--- src/rtl/gpio_bank_mw.sv ---
module gpio_bank_mw #(
  parameter int NPINS = 22
) (
  input  logic             clk,
  input  logic             rst_n,
  input  logic [2:0]       bus_addr,
  input  logic             bus_we,
  input  logic [31:0]      bus_wdata,
  output logic [31:0]      bus_rdata,
  input  logic [NPINS-1:0] pin_in,
  output logic [NPINS-1:0] pad_out,
  output logic [NPINS-1:0] pad_oe,
  output logic [NPINS-1:0] irq_mask
);
  localparam logic [2:0] A_DATA = 3'd0;
  localparam logic [2:0] A_MLO  = 3'd1;
  localparam logic [2:0] A_MHI  = 3'd2;
  localparam logic [2:0] A_DIR  = 3'd3;
  localparam logic [2:0] A_OEN  = 3'd4;
  localparam logic [2:0] A_PIN  = 3'd5;
  localparam logic [2:0] A_IDIS = 3'd6;
  localparam logic [2:0] A_MASK = 3'd7;

  logic [NPINS-1:0] data_q, dir_q, oen_q, mask_q, sync1_q, sync2_q;
  logic [31:0] data_w, lo_w, hi_w;
  logic [15:0] hold, din;

  assign data_w = 32'(data_q);
  assign hold   = bus_wdata[31:16];
  assign din    = bus_wdata[15:0];

  always_comb begin
    lo_w = data_w;
    hi_w = data_w;
    lo_w[15:0]  = (data_w[15:0]  & hold) | (din & ~hold);
    hi_w[31:16] = (data_w[31:16] & hold) | (din & ~hold);
  end

  always_ff @(posedge clk or negedge rst_n) begin
    if (!rst_n) begin
      data_q  <= '0;
      dir_q   <= '0;
      oen_q   <= '0;
      mask_q  <= '0;
      sync1_q <= '0;
      sync2_q <= '0;
    end else begin
      sync1_q <= pin_in;
      sync2_q <= sync1_q;
      if (bus_we) begin
        case (bus_addr)
          A_DATA:  data_q <= bus_wdata[NPINS-1:0];
          A_MLO:   data_q <= lo_w[NPINS-1:0];
          A_MHI:   data_q <= hi_w[NPINS-1:0];
          A_DIR:   dir_q  <= bus_wdata[NPINS-1:0];
          A_OEN:   oen_q  <= bus_wdata[NPINS-1:0];
          A_IDIS:  mask_q <= mask_q | bus_wdata[NPINS-1:0];
          default: ;
        endcase
      end
    end
  end

  always_comb begin
    case (bus_addr)
      A_DATA:  bus_rdata = data_w;
      A_DIR:   bus_rdata = 32'(dir_q);
      A_OEN:   bus_rdata = 32'(oen_q);
      A_PIN:   bus_rdata = 32'(sync2_q);
      A_MASK:  bus_rdata = 32'(mask_q);
      default: bus_rdata = '0;
    endcase
  end

  assign pad_out  = data_q;
  assign pad_oe   = dir_q & oen_q;
  assign irq_mask = mask_q;

  logic unused_upper;
  assign unused_upper = ^{lo_w, hi_w};
endmodule


--- config.mk ---
export PLATFORM = sky130hd
export DESIGN_NAME = gpio_bank_mw
export DESIGN_NICKNAME = d
export VERILOG_FILES = /design/src/rtl/gpio_bank_mw.sv
export SDC_FILE = /design/constraint.sdc
export NUM_CORES = 1
export LEC_CHECK = 0
export ABC_AREA = 1
export CORE_MARGIN = 1
export CORE_UTILIZATION = 33
export CTS_CLUSTER_DIAMETER = 40
export DETAILED_ROUTE_END_ITERATION = 12
export GPL_ROUTABILITY_DRIVEN = 0
export GPL_TIMING_DRIVEN = 0
export PLACE_DENSITY = 0.65
export REMOVE_ABC_BUFFERS = 1
export SLEW_MARGIN = 5
export SYNTH_ARGS = -nofsm -noshare
export SYNTH_HDL_FRONTEND = slang
export SYNTH_SLANG_ARGS = --single-unit
--- constraint.sdc ---
create_clock -name clk -period 4.3 [get_ports clk]
set_input_delay 1.075 -clock clk [delete_from_list [all_inputs] [get_ports clk]]
set_output_delay 1.075 -clock clk [all_outputs]
set_load 0.005 [all_outputs]
==> results of run 1 <==
==> metal layers <==
layer / track usage / routed length (um) / vias up
met1: 0.271 / 9050 / 2721
met3: 0.0445 / 837 / 31
met2: 0.329 / 8980 / 162
met4: 0.0721 / 394 / 0
met5: 0 / 0 / -
li1: - / - / 2759
==> flip-flops by register name (all words and copies together) (netlist names) <==
name / cells
irq_mask: 22
dir_q: 22
sync2_q: 22
oen_q: 22
sync1_q: 22
pad_out: 22
==> layout by cell type, fill, tap and decap left out, types with 3 or more instances in the layout <==
| master | n |
|---|---|
| a21oi_1 | 5 |
| buf_4 | 5 |
| bufinv_16 | 4 |
| clkbuf_1 | 4 |
| clkbuf_16 | 17 |
| clkdlybuf4s50_1 | 143 |
| clkinv_2 | 3 |
| conb_1 | 10 |
| dfrtp_1 | 132 |
| inv_1 | 106 |
| nand2_1 | 236 |
| nand3_1 | 66 |
| nand3b_1 | 10 |
| nand4_1 | 22 |
| nor2_1 | 71 |
| o21ai_0 | 63 |
| o21ai_1 | 20 |
| o21bai_1 | 5 |
==> power breakdown <==
| part | internal (mW) | total (mW) | leakage, nW | switching [mW] |
|---|---|---|---|---|
| Sequential | 1.39 | 1.50 | 1.53 | 0.108 |
| Clock | 0.999 | 1.54 | 0.301 | 0.537 |
| Combinational | 0.328 | 0.642 | 2.40 | 0.313 |
==> kinds of logic (layout without fill, tap and decap cells) <==
group / count (synthesis) / in the layout / share of synthesized area
compound gates: 93 / 93 / 0.0753
buf+inv: 162 / 295 / 0.119
flops: 132 / 132 / 0.520
other cells: 1 / 10 / 0.000591
simple gates: 414 / 416 / 0.285
==> Yosys cell counts, types with 10 or more instances <==
cell type,instances,share of area
nand3_1,66,0.052
nor2_1,72,0.043
nand2_1,236,0.14
dfrtp_1,132,0.52
buf_2,23,0.018
inv_1,106,0.063
nand3b_1,10,0.012
o21ai_0,63,0.050
buf_4,20,0.024
o21ai_1,20,0.016
nand4_1,22,0.022
==> stage by stage <==
step	total power [mW]	hold slack, ns	area (um2)	std cells	worst slack, ns
CTS	3.71	0.348	8540	1180	0.0506
detailed placement	2.16	0.335	7880	1143	-1.06
global placement	2.14	0.332	7810	1140	-3.27
global route	3.86	0.352	8550	1180	0.0369
finish	3.68	0.346	8550	1180	0.179
floorplan	1.74	0.331	6040	759	1.51
==> how the worst min path moves through the flow <==
stage	slack, ns	startpoint	to
finish	0.35	sync1_q[15]	sync2_q[15]
floorplan	0.33	sync1_q[0]	sync2_q[0]
global route	0.35	sync1_q[0]	sync2_q[0]
global placement	0.33	sync1_q[2]	sync2_q[2]
CTS	0.35	sync1_q[2]	sync2_q[2]
detailed placement	0.33	sync1_q[2]	sync2_q[2]
==> what timing repair did <==
item | 4_1_cts | 5_1_grt
pin swaps | 3 | 0
endpoints found under the setup margin | 22 | 18
gates resized for setup | 9 | 3
buffers inserted | 3 | 0
cloned | 2 | 0
==> final cells by class <==
cell class                      instances  area share
Clock buffer                           23      0.0548
Clock inverter                          9      0.0177
Inverter                              110      0.0498
Multi-Input combinational cell        519       0.274
Sequential cell                       132       0.386
Tap cell                              234      0.0343
Timing Repair Buffer                  153       0.183
==> impl_metrics.json, run 1 <==
{
  "regToRegSetupSlack_ns": 3.57,
  "rsz0062_at_grt": "false",
  "cts_tree": "built",
  "dp_hpwl_um": 11800,
  "drcViolationCount": 0,
  "worstSetupPathType": "input port to output pin",
  "fp-row-count": 50,
  "max_freq_mhz": 243,
  "syn_area_um2": 6350,
  "clkTransAtPathRegs_ns": 0.06,
  "r2r-end": "oen_q[7]",
  "start_util": 0.338,
  "synth_seq_cells": 132,
  "grt_pass1_wl_um": 30100,
  "cts_buffers": 17,
  "final_max_slew_viol_count": 0,
  "cp-start-kind": "input port",
  "irDropWorstVdd_mv": 0.263,
  "path_cells": "buf_4, buf_16, inv_8, nand3_4, o21ai_0, inv_1, nand2_1, clkdlybuf4s50_1",
  "synthArstFlopShare": 1.00,
  "synth_cell_types": 24,
  "dieWidth_um": 141,
  "critPathCapture": "bus_rdata[1]",
  "drt_wl_total_um": 19300,
  "grt_pass1_vias": 5422,
  "hold_path.class": "flip-flop to flip-flop",
  "cts.sinks": 132,
  "worstPathMaxFanout": 28,
  "seq_area_frac_synth": 0.520,
  "synthCells": 802,
  "status": "finished clean",
  "cp_slowest_cell": "clkdlybuf4s50_1",
  "syn_avg_cell_area_um2": 7.91,
  "nNetsFinal": 993,
  "antenna_found_initial": 0,
  "reg2reg_depth": 2,
  "skew_ns": 0.00279,
  "die_area_um2": 19800,
  "yosys_warnings": 0,
  "arrival_ns": 3.05,
  "post-route-util": 0.455,
  "p_leak_nw": 4.23,
  "worst_pin_slew_ns": 1.30,
  "regArea_um2": 3300,
  "dr.first_iter.drc_count": 303,
  "n_antenna_cell": 0,
  "io_pins": 158,
  "p_per_area_nw_per_um2": 430,
  "multi_input_area_um2": 2340,
  "h-tree-depth": 4,
  "area_growth_pct": 34.7,
  "finalSetupViolations": 0,
  "max_stage_delay_ns": 0.50,
  "drive_gt1_frac": 0.0560,
  "crit_cells": 8,
  "die_y_um": 141,
  "max_slew_margin": 0.129,
  "core_area_um2": 18800,
  "period_share": 0.958,
  "globalRoute.totalOverflow": 0,
  "ctsLongestPathBuffers": 2,
  "cp-end-kind": "output pin",
  "grt_use_total": 0.204,
  "wl_per_cell_um": 16.3,
  "period_needed_ns": 4.12,
  "critical-path-top-delay-family": "buffers and inverters",
  "synth_edf_count": 0,
  "fill_cells": 1842,
  "synth-main-ff-cell": "dfrtp_1",
  "first_pass_iters": 4,
  "drt-vias-per-instance": 4.81,
  "cp.required_ns": 3.22,
  "cts_hold_buf": 0,
  "cts_root_buffer": "clkbuf_16",
  "hold_depth": 0,
  "r2r-start": "oen_q[7]",
  "path_buf_inv": 5,
  "hold_viol": 0,
  "ant_nets": 0,
  "insertion_delay_ns": 0.42,
  "cap_violations": 0,
  "setup-tns-final_ns": 0,
  "vias": 5673,
  "portBuffers": 147,
  "grt_max_degree": 68,
  "startpoint": "bus_addr[2]"
}
(Power assumes the default switching activity.)
==> run 2: changes to the inputs <==
--- a/config.mk
+++ b/config.mk
@@ -12,7 +12,7 @@
 export DETAILED_ROUTE_END_ITERATION = 12
 export GPL_ROUTABILITY_DRIVEN = 0
 export GPL_TIMING_DRIVEN = 0
-export PLACE_DENSITY = 0.65
+export PLACE_DENSITY = 0.64
 export REMOVE_ABC_BUFFERS = 1
 export SLEW_MARGIN = 5
 export SYNTH_ARGS = -nofsm -noshare
==> run 2 against run 1 <==
Compared with the run above: largest cell class unchanged; core utilization decreased by 0.21 points; highest routed layer unchanged; via count is 1.1% higher; wire length grew 1.7%; first-iteration DRC count up 38%; largest power group is now sequential cells.
==> impl_metrics.json, run 2 (synthesis results as in run 1) <==
{
  "cts_hold_buf": 0,
  "die_y_um": 141,
  "dp_cells": 1143,
  "core_area_um2": 18800,
  "critical-path-top-delay-family": "buffers and inverters",
  "cap_violations": 0,
  "period_share": 0.984,
  "worst_hold_slack_ns": 0.344,
  "grt_max_degree": 77,
  "nNetsFinal": 993,
  "fp-row-count": 50,
  "path_buf_inv": 5,
  "vias": 5738,
  "area_growth_pct": 34.0,
  "ant_nets": 0,
  "cp_slowest_cell": "clkdlybuf4s50_1",
  "cts_tree": "built",
  "mostFrequentLayoutCells": "nand2_1 (236), clkdlybuf4s50_1 (143), dfrtp_1 (132)",
  "start_util": 0.338,
  "ctsLongestPathBuffers": 2,
  "cp-end-kind": "output pin",
  "wl_per_cell_um": 16.6,
  "power_mw": 3.59,
  "drt-vias-per-instance": 4.86,
  "die_area_um2": 19800,
  "cp-start-kind": "input port",
  "setup_slack_ns": 0.0670,
  "final_max_slew_viol_count": 0,
  "dr.first_iter.drc_count": 417,
  "worst_pin_slew_ns": 1.31,
  "fill_cells": 1877,
  "worstSetupPathType": "input port to output pin",
  "worstPathMaxFanout": 29,
  "max_stage_delay_ns": 0.49,
  "grt_use_total": 0.205,
  "p_leak_nw": 4.22,
  "layout.cells.non_filler": 1180,
  "pre_cts_ws_ns": -1.02,
  "grt_pass1_wl_um": 30300,
  "dp_hpwl_um": 11800,
  "n_antenna_cell": 0,
  "dpl-instance-area_um2": 7870,
  "h-tree-depth": 4,
  "max_freq_mhz": 236,
  "portBuffers": 147,
  "drcViolationCount": 0,
  "cp.required_ns": 3.22,
  "period_needed_ns": 4.23,
  "cts.sinks": 132,
  "dieWidth_um": 141,
  "status": "finished clean",
  "finalSetupViolations": 0,
  "rsz0062_at_grt": "false",
  "irDropWorstVdd_mv": 0.261,
  "insertion_delay_ns": 0.41,
  "io_pins": 158,
  "p_per_area_nw_per_um2": 421,
  "globalRoute.totalOverflow": 0,
  "drt_wl_total_um": 19600,
  "cts_buffers": 17,
  "stdcell_area_um2": 8510,
  "first_pass_iters": 5,
  "max_slew_margin": 0.125,
  "layout_commonest_cell": "nand2_1",
  "path_cells": "clkbuf_4, buf_12, inv_8, nand3_2, o21ai_0, inv_1, nand2_1, clkdlybuf4s50_1",
  "antenna_found_initial": 0,
  "clkTransAtPathRegs_ns": 0.06,
  "cts_root_buffer": "clkbuf_16",
  "hold_path.class": "flip-flop to flip-flop",
  "drive_gt1_frac": 0.0571,
  "skew_ns": 0.00357,
  "hold_viol": 0,
  "multi_input_area_um2": 2350,
  "regArea_um2": 3300,
  "arrival_ns": 3.16,
  "grt_pass1_vias": 5454
}
run 2: cell count changes in the layout (fill, tap and decap cells not counted), moves of 2 or more:
| cell | previous run | this run |
|---|---|---|
| clkinv_2 | 3 | 5 |
| bufinv_16 | 4 | 2 |
| clkbuf_8 | 2 | 4 |
| buf_4 | 5 | 3 |
| clkbuf_1 | 4 | 2 |
run 2: stage by stage:
stage / util / setup TNS (ns)
finish: 0.453 / 0
CTS: 0.452 / 0
global route: 0.453 / 0
global placement: 0.416 / -558.72
floorplan: - / 0
detailed placement: 0.419 / -21.96
run 2: power by group:
| part | internal (mW) | switching [mW] |
|---|---|---|
| clock network | 0.911 | 0.532 |
| registers | 1.39 | 0.106 |
| logic | 0.327 | 0.316 |
run 2: repair_timing:
item / 4_1_cts / 5_1_grt
resized for setup: 8 / 2
buffers inserted: 2 / 0
gates cloned: 2 / 1
pin swaps: 4 / 1
setup endpoints to repair: 22 / 19
run 2: layout make-up:
| cell class | count | area share |
|---|---|---|
| inverters | 110 | 0.0497 |
| repair buffers | 152 | 0.182 |
| flip-flops and latches | 132 | 0.388 |
| multi-input cells | 520 | 0.276 |
| well taps | 234 | 0.0344 |
| clock inverters | 9 | 0.0119 |
| clock buffers | 23 | 0.0574 |
run 2: path summary, 6_finish.rpt:
path,start,end,slack [ns],depth (start not counted)
max reg2reg,oen_q[5],oen_q[5],3.58,2
max,bus_addr[2],bus_rdata[14],0.07,8
min,sync1_q[14],sync2_q[14],0.34,0
max in group asynchronous,rst_n,sync1_q[1],2.92,2
min reg2reg,sync1_q[14],sync2_q[14],0.34,0
min in group asynchronous,rst_n,sync1_q[15],0.61,1
run 2: metal layers:
| layer | up-vias | track usage | share of wire |
|---|---|---|---|
| li1 | 2753 | - | - |
| met1 | 2736 | 0.270 | 0.45 |
| met2 | 222 | 0.330 | 0.47 |
| met3 | 27 | 0.0408 | 0.062 |
| met4 | 0 | 0.0847 | 0.019 |
| met5 | - | 0 | 0 |
